## config.mk

```make
export PLATFORM = sky130hd
export DESIGN_NAME = iowin_decoder
export DESIGN_NICKNAME = d
export VERILOG_FILES = /design/src/rtl/iowin_pkg.sv /design/src/rtl/iowin_ctrl_reg.sv /design/src/rtl/iowin_range_chk.sv /design/src/rtl/iowin_vga_match.sv /design/src/rtl/iowin_decoder.sv
export SDC_FILE = /design/constraint.sdc
export NUM_CORES = 1
export LEC_CHECK = 0
export BUFFER_PORTS_ARGS = -buffer_cell sky130_fd_sc_hd__buf_2
export CORE_UTILIZATION = 33
export DETAILED_ROUTE_END_ITERATION = 8
export MAX_ROUTING_LAYER = met4
export PLACE_DENSITY_LB_ADDON = 0.15
export SLEW_MARGIN = 25
export SYNTH_ARGS = -nofsm -noshare
export SYNTH_HDL_FRONTEND = slang
export SYNTH_HIERARCHICAL = 1
export SYNTH_SLANG_ARGS = --single-unit
```

## constraint.sdc

```tcl
create_clock -name clk -period 1.7 [get_ports clk]
set_input_delay 0.085 -clock clk [delete_from_list [all_inputs] [get_ports clk]]
set_output_delay 0.085 -clock clk [all_outputs]
set_load 0.005 [all_outputs]
```

## src/rtl/iowin_pkg.sv

```systemverilog
package iowin_pkg;

    // Control bits as stored; packed so bit0 = isa_en, bit1 = vga_en, bit2 = full16
    typedef struct packed {
        logic full16;
        logic vga_en;
        logic isa_en;
    } iowin_ctrl_t;

    localparam int CTRL_W = $bits(iowin_ctrl_t);

    typedef enum logic [0:0] {
        RSP_IDLE = 1'b0,
        RSP_BUSY = 1'b1
    } rsp_state_t;

    // Legacy display adapter port ranges (16-bit values)
    localparam logic [15:0] VGA_MONO_LO = 16'h03B0;
    localparam logic [15:0] VGA_MONO_HI = 16'h03BB;
    localparam logic [15:0] VGA_COLR_LO = 16'h03C0;
    localparam logic [15:0] VGA_COLR_HI = 16'h03DF;

endpackage

```

## src/rtl/iowin_ctrl_reg.sv

```systemverilog
module iowin_ctrl_reg
    import iowin_pkg::*;
(
    input  logic                clk,
    input  logic                rst_n,
    input  logic                we,
    input  logic [CTRL_W-1:0]   wdata,
    output iowin_ctrl_t         ctrl
);

    iowin_ctrl_t ctrl_q;

    always_ff @(posedge clk) begin
        if (!rst_n) begin
            ctrl_q <= '0;
        end else if (we) begin
            ctrl_q <= iowin_ctrl_t'(wdata);
        end
    end

    assign ctrl = ctrl_q;

    AST_CTRL_HOLDS: assert property (@(posedge clk) disable iff (!rst_n)
        !$past(we) && $past(rst_n) |-> $stable(ctrl_q)) else $error("ctrl changed without write");

endmodule

```

## src/rtl/iowin_range_chk.sv

```systemverilog
module iowin_range_chk #(
    parameter int ADDR_W = 16,
    parameter int GRAN_W = 12,
    parameter int BLK_W  = 10
) (
    input  logic [ADDR_W-1:0] addr,
    input  logic [ADDR_W-1:0] base,
    input  logic [ADDR_W-1:0] limit,
    input  logic              isa_en,
    output logic              in_win,
    output logic              pass
);

    localparam int ISA_HI = BLK_W - 1;
    localparam int ISA_LO = BLK_W - 2;

    logic [ADDR_W-1:0] base_eff;
    logic [ADDR_W-1:0] limit_eff;
    logic              isa_drop;

    // Align window edges to the granule
    assign base_eff  = {base[ADDR_W-1:GRAN_W],  {GRAN_W{1'b0}}};
    assign limit_eff = {limit[ADDR_W-1:GRAN_W], {GRAN_W{1'b1}}};

    assign in_win   = (addr >= base_eff) && (addr <= limit_eff);
    // Upper three quarters of each 1 KB block
    assign isa_drop = isa_en && (addr[ISA_HI:ISA_LO] != 2'b00);
    assign pass     = in_win && !isa_drop;

endmodule

```

## src/rtl/iowin_vga_match.sv

```systemverilog
module iowin_vga_match
    import iowin_pkg::*;
#(
    parameter int ADDR_W = 16,
    parameter int BLK_W  = 10
) (
    input  logic [ADDR_W-1:0] addr,
    input  logic              vga_en,
    input  logic              full16,
    output logic              hit
);

    logic [ADDR_W-1:0] folded;
    logic [ADDR_W-1:0] cmp_addr;
    logic              mono_hit;
    logic              colr_hit;

    // 10-bit decode ignores the alias bits above the 1 KB block
    generate
        if (ADDR_W > BLK_W) begin : g_fold
            assign folded = {{(ADDR_W-BLK_W){1'b0}}, addr[BLK_W-1:0]};
        end else begin : g_nofold
            assign folded = addr;
        end
    endgenerate

    assign cmp_addr = full16 ? addr : folded;

    assign mono_hit = (cmp_addr >= ADDR_W'(VGA_MONO_LO)) && (cmp_addr <= ADDR_W'(VGA_MONO_HI));
    assign colr_hit = (cmp_addr >= ADDR_W'(VGA_COLR_LO)) && (cmp_addr <= ADDR_W'(VGA_COLR_HI));
    assign hit      = vga_en && (mono_hit || colr_hit);

endmodule

```

## src/rtl/iowin_decoder.sv

```systemverilog
module iowin_decoder
    import iowin_pkg::*;
#(
    parameter int ADDR_W = 16,
    parameter int GRAN_W = 12,
    parameter int BLK_W  = 10
) (
    input  logic              clk,
    input  logic              rst_n,
    input  logic              cfg_we,
    input  logic [2:0]        cfg_wdata,
    input  logic [ADDR_W-1:0] io_base,
    input  logic [ADDR_W-1:0] io_limit,
    input  logic              req_valid,
    input  logic [ADDR_W-1:0] req_addr,
    output logic              rsp_valid,
    output logic              rsp_forward,
    output logic              rsp_vga_hit
);

    iowin_ctrl_t ctrl_q;
    logic        win_in;
    logic        win_pass;
    logic        vga_hit_c;
    logic        fwd_c;
    rsp_state_t  state_q;
    rsp_state_t  state_d;
    logic        fwd_q;
    logic        vga_q;

    iowin_ctrl_reg u_ctrl (
        .clk   (clk),
        .rst_n (rst_n),
        .we    (cfg_we),
        .wdata (cfg_wdata),
        .ctrl  (ctrl_q)
    );

    iowin_range_chk #(
        .ADDR_W (ADDR_W),
        .GRAN_W (GRAN_W),
        .BLK_W  (BLK_W)
    ) u_range (
        .addr   (req_addr),
        .base   (io_base),
        .limit  (io_limit),
        .isa_en (ctrl_q.isa_en),
        .in_win (win_in),
        .pass   (win_pass)
    );

    iowin_vga_match #(
        .ADDR_W (ADDR_W),
        .BLK_W  (BLK_W)
    ) u_vga (
        .addr   (req_addr),
        .vga_en (ctrl_q.vga_en),
        .full16 (ctrl_q.full16),
        .hit    (vga_hit_c)
    );

    // VGA claim overrides the window and the ISA hole
    assign fwd_c = vga_hit_c || win_pass;

    // Next-state: accept / chain / drain / rest
    always_comb begin
        state_d = state_q;
        unique case (state_q)
            RSP_IDLE: state_d = req_valid ? RSP_BUSY : RSP_IDLE;
            RSP_BUSY: state_d = req_valid ? RSP_BUSY : RSP_IDLE;
            default:  state_d = RSP_IDLE;
        endcase
    end

    // State register
    always_ff @(posedge clk) begin
        if (!rst_n) state_q <= RSP_IDLE;
        else        state_q <= state_d;
    end

    // Registered decision
    always_ff @(posedge clk) begin
        if (!rst_n) begin
            fwd_q <= 1'b0;
            vga_q <= 1'b0;
        end else if (req_valid) begin
            fwd_q <= fwd_c;
            vga_q <= vga_hit_c;
        end else begin
            fwd_q <= 1'b0;
            vga_q <= 1'b0;
        end
    end

    assign rsp_valid   = (state_q == RSP_BUSY);
    assign rsp_forward = fwd_q;
    assign rsp_vga_hit = vga_q;

    AST_RSP_LATENCY: assert property (@(posedge clk) disable iff (!rst_n)
        rsp_valid == $past(req_valid)) else $error("response latency");
    AST_QUIET_IDLE: assert property (@(posedge clk) disable iff (!rst_n)
        !rsp_valid |-> !rsp_forward && !rsp_vga_hit) else $error("idle outputs");
    AST_VGA_CLAIMS: assert property (@(posedge clk) disable iff (!rst_n)
        rsp_vga_hit |-> rsp_forward) else $error("vga hit not forwarded");
    AST_VGA_NEEDS_EN: assert property (@(posedge clk) disable iff (!rst_n)
        rsp_vga_hit |-> $past(ctrl_q.vga_en)) else $error("vga hit while disabled");
    AST_ISA_HOLE: assert property (@(posedge clk) disable iff (!rst_n)
        rsp_valid && !rsp_vga_hit && $past(ctrl_q.isa_en) && ($past(req_addr[BLK_W-1:BLK_W-2]) != 2'b00)
        |-> !rsp_forward) else $error("isa hole forwarded");
    AST_OUTSIDE_WIN: assert property (@(posedge clk) disable iff (!rst_n)
        rsp_forward && !rsp_vga_hit |->
        ($past(req_addr[ADDR_W-1:GRAN_W]) >= $past(io_base[ADDR_W-1:GRAN_W])) &&
        ($past(req_addr[ADDR_W-1:GRAN_W]) <= $past(io_limit[ADDR_W-1:GRAN_W])))
        else $error("forward outside window");

endmodule

```

==> flow_metrics.py <==
metrics = {
    "worst_hold_path": {
        "min_path_type": "in -> reg",
        "holdPathStages": 2,
        "holdPathEnd": "rsp_valid$_SDFF_PN0_",
        "min-delay-start": "req_valid",
    },
    "global_route": {
        "use_met2_pct": 23.4,
        "antenna_found_initial": 0,
        "grt_usage_pct": 15.6,
        "grt-busiest-layer": "met2",
        "grt_max_degree": 7,
        "grtUsageMet3_pct": 6.09,
        "grt_pass1_vias": 530,
        "grt_pass1_wl_mm": 2.09,
        "globalRouteMet1Util_pct": 19.1,
        "globalRouteOverflowTotal": 0,
    },
    "sta": {
        "setup_viol": 0,
        "max_slew_margin_pct": 78.9,
        "rsz0062_at_grt": "no",
        "final.period_utilization_pct": 84.7,
        "worst_pin_slew_ns": 0.316,
        "finalHoldViolCount": 0,
        "setup_tns_ns": 0,
        "timing.final.crit_period_ns": 1.44,
        "clock_skew_ns": 0.00510,
        "fmax_mhz": 694,
        "drv_slew": 0,
    },
    "route": {
        "drt-pass1-iter-count": 4,
        "via_per_inst": 5.28,
        "totalWireLength_mm": 1.25,
        "drt-initial-drc-count": 12,
        "ant_nets": 0,
        "remaining_drc_errors": 0,
        "vias": 570,
        "wl_per_cell_um": 11.6,
    },
    "critical_path": {
        "start_kind": "input pin",
        "path_delay_family": "simple AND/OR/NAND/NOR gates",
        "worst_setup_path_end_kind": "register",
        "critical_path.cell_chain": "buf_2 > ha_1 > nand4_1 > or4_1 > a32oi_2 > and2_1 > o211a_1",
        "r2r_setup_slack_ns": 0.61,
        "rr_startpoint": "u_ctrl/ctrl[1]$_SDFFE_PN0P_",
        "cp_data_required_time_ns": 1.88,
        "crit_fanout": 3,
        "crit_path_top_delay_cell": "or4_1",
        "r2r_cells": 3,
        "crit_type": "in -> reg",
        "arrival_ns": 1.62,
        "timing.rr.end": "rsp_vga_hit$_SDFF_PN0_",
        "slowest_delay_ns": 0.53,
        "cp.buffers_inverters": 1,
    },
    "floorplanning": {
        "io_pins": 58,
        "core_um2": 1380,
        "die-area_um2": 1720,
        "start_util_pct": 37.3,
        "rows": 13,
        "dieWidth_um": 41.5,
        "fp.dieH_um": 41.5,
    },
    "power_and_ir_drop": {
        "ir_drop_mv": 0.423,
        "power.density_nw_per_um2": 546,
        "p_leak_nw": 0.384,
    },
    "run_status": {
        "status": "finished clean",
    },
    "placed_design": {
        "gp_congestion": 0.798,
        "dp_cells": 105,
        "hpwlAfterDp_mm": 1.09,
        "portBuffers": 33,
    },
    "clock_tree": {
        "clockBufferDepth": 2,
        "cts_root_buffer": "clkbuf_4",
        "cts_hold_buf": 0,
        "cts-resized-gates": 0,
        "numCtsBuffers": 3,
        "cts.sinks": 6,
        "ctsHtreeMaxLevel": 1,
        "post-cts-setup-buffers": 0,
        "clkTransAtPathRegs_ns": 0.04,
        "clock_latency_ns": 0.24,
        "cts_tree": "done",
    },
    "layout": {
        "syn_to_final_growth_pct": 40.0,
        "layout_common_cells": "buf_2, inv_1, ha_1",
        "final_common_cell": "buf_2",
        "num_antenna_cells": 0,
        "drive_above_1_share_pct": 43.0,
        "utilization_pct": 52.2,
        "final_cells": 108,
        "nNetsFinal": 158,
        "fillers": 138,
    },
    "logic_synthesis": {
        "netlist_instances": 57,
        "yosysSeqAreaShare_pct": 23.3,
        "yosysWarnings": 6,
        "synth_nets": 120,
        "ys_types": 22,
        "ys_seq_elements": 6,
        "netlist_area_um2": 515,
        "synth_area_per_cell_um2": 9.04,
    },
    "job": {
        "cap_violations": 0,
    },
}
[through the flow]
step | hold slack, ns | total power [mW] | area, um^2 | setup WS [ns]
floorplan | 0.207 | 0.206 | 515 | 0.260
global placement | 0.319 | 0.267 | 699 | 0.0437
detailed placement | 0.321 | 0.268 | 699 | 0.0445
CTS | 0.0692 | 0.401 | 722 | 0.286
global route | 0.0881 | 0.425 | 722 | 0.254
finish | 0.0746 | 0.394 | 722 | 0.260
[cells by family after synthesis]
logic type / after synthesis / synth area share (%)
AO/OA/AOI/OAI: 11 / 17.2
adder cells (fa/ha/maj): 8 / 19.4
buffers and inverters: 8 / 5.83
flip-flops: 6 / 23.3
multiplexers: 3 / 5.83
AND/OR/NAND/NOR: 21 / 28.4
[state kept, by name (all words and copies together) (netlist names)]
signal,flops
rsp_valid,1
u_ctrl/ctrl,3
rsp_vga_hit,1
rsp_forward,1
[cell type report]
class	count	area, um^2	share of cell area (%)
inverter	8	30.0	4.16
tap	15	18.8	2.60
sequential	6	120	16.6
clock buffer	3	22.5	3.12
timing repair buffer	33	165	22.9
multi-input combinational	43	365	50.6
[cells in the mapped netlist (all sizes together)]
library cell  instances  area [um^2]
a2111oi               1         15.0
a21oi                 3         15.0
a31oi                 1         6.26
a32oi                 1         16.3
and2                  2         12.5
and3                  1         6.26
and4bb                1         12.5
dfxtp                 6          120
ha                    8          100
inv                   8         30.0
mux2i                 3         30.0
nand2                 2         7.51
nand4                 6         43.8
nor2b                 4         25.0
nor4                  1         6.26
nor4b                 2         17.5
o211a                 1         10.0
o211ai                1         7.51
o21ai                 2         10.0
o31a                  1         8.76
or4                   2         15.0
[metal layers]
| metal | up-vias | part of all wire [%] |
|---|---|---|
| met4 | 0 | 0 |
| li1 | 294 | - |
| met1 | 253 | 48 |
| met5 | - | 0 |
| met3 | 0 | 5.8 |
| met2 | 23 | 46 |
[power by group]
| group | internal (mW) | switching, mW |
|---|---|---|
| clock network | 0.0797 | 0.0488 |
| registers | 0.148 | 0.00261 |
| logic | 0.0608 | 0.0545 |
[worst max path at each step]
| stage | start | to | slack [ns] | cells after the start |
|---|---|---|---|---|
| floorplan | io_limit[13] | rsp_forward$_SDFF_PN0_ | 0.26 | 7 |
| global placement | req_addr[13] | rsp_forward$_SDFF_PN0_ | 0.04 | 7 |
| detailed placement | req_addr[13] | rsp_forward$_SDFF_PN0_ | 0.04 | 7 |
| CTS | req_addr[13] | rsp_forward$_SDFF_PN0_ | 0.29 | 7 |
| global route | req_addr[13] | rsp_forward$_SDFF_PN0_ | 0.25 | 7 |
| finish | req_addr[13] | rsp_forward$_SDFF_PN0_ | 0.26 | 7 |
[worst register-to-register path, stage by stage, from the launching register on]
cell and delay (ns):
dfxtp_1 0.33, nand4_1 0.12, a2111oi_2 0.38, and3_1 0.20
(Power assumes the default switching activity.)
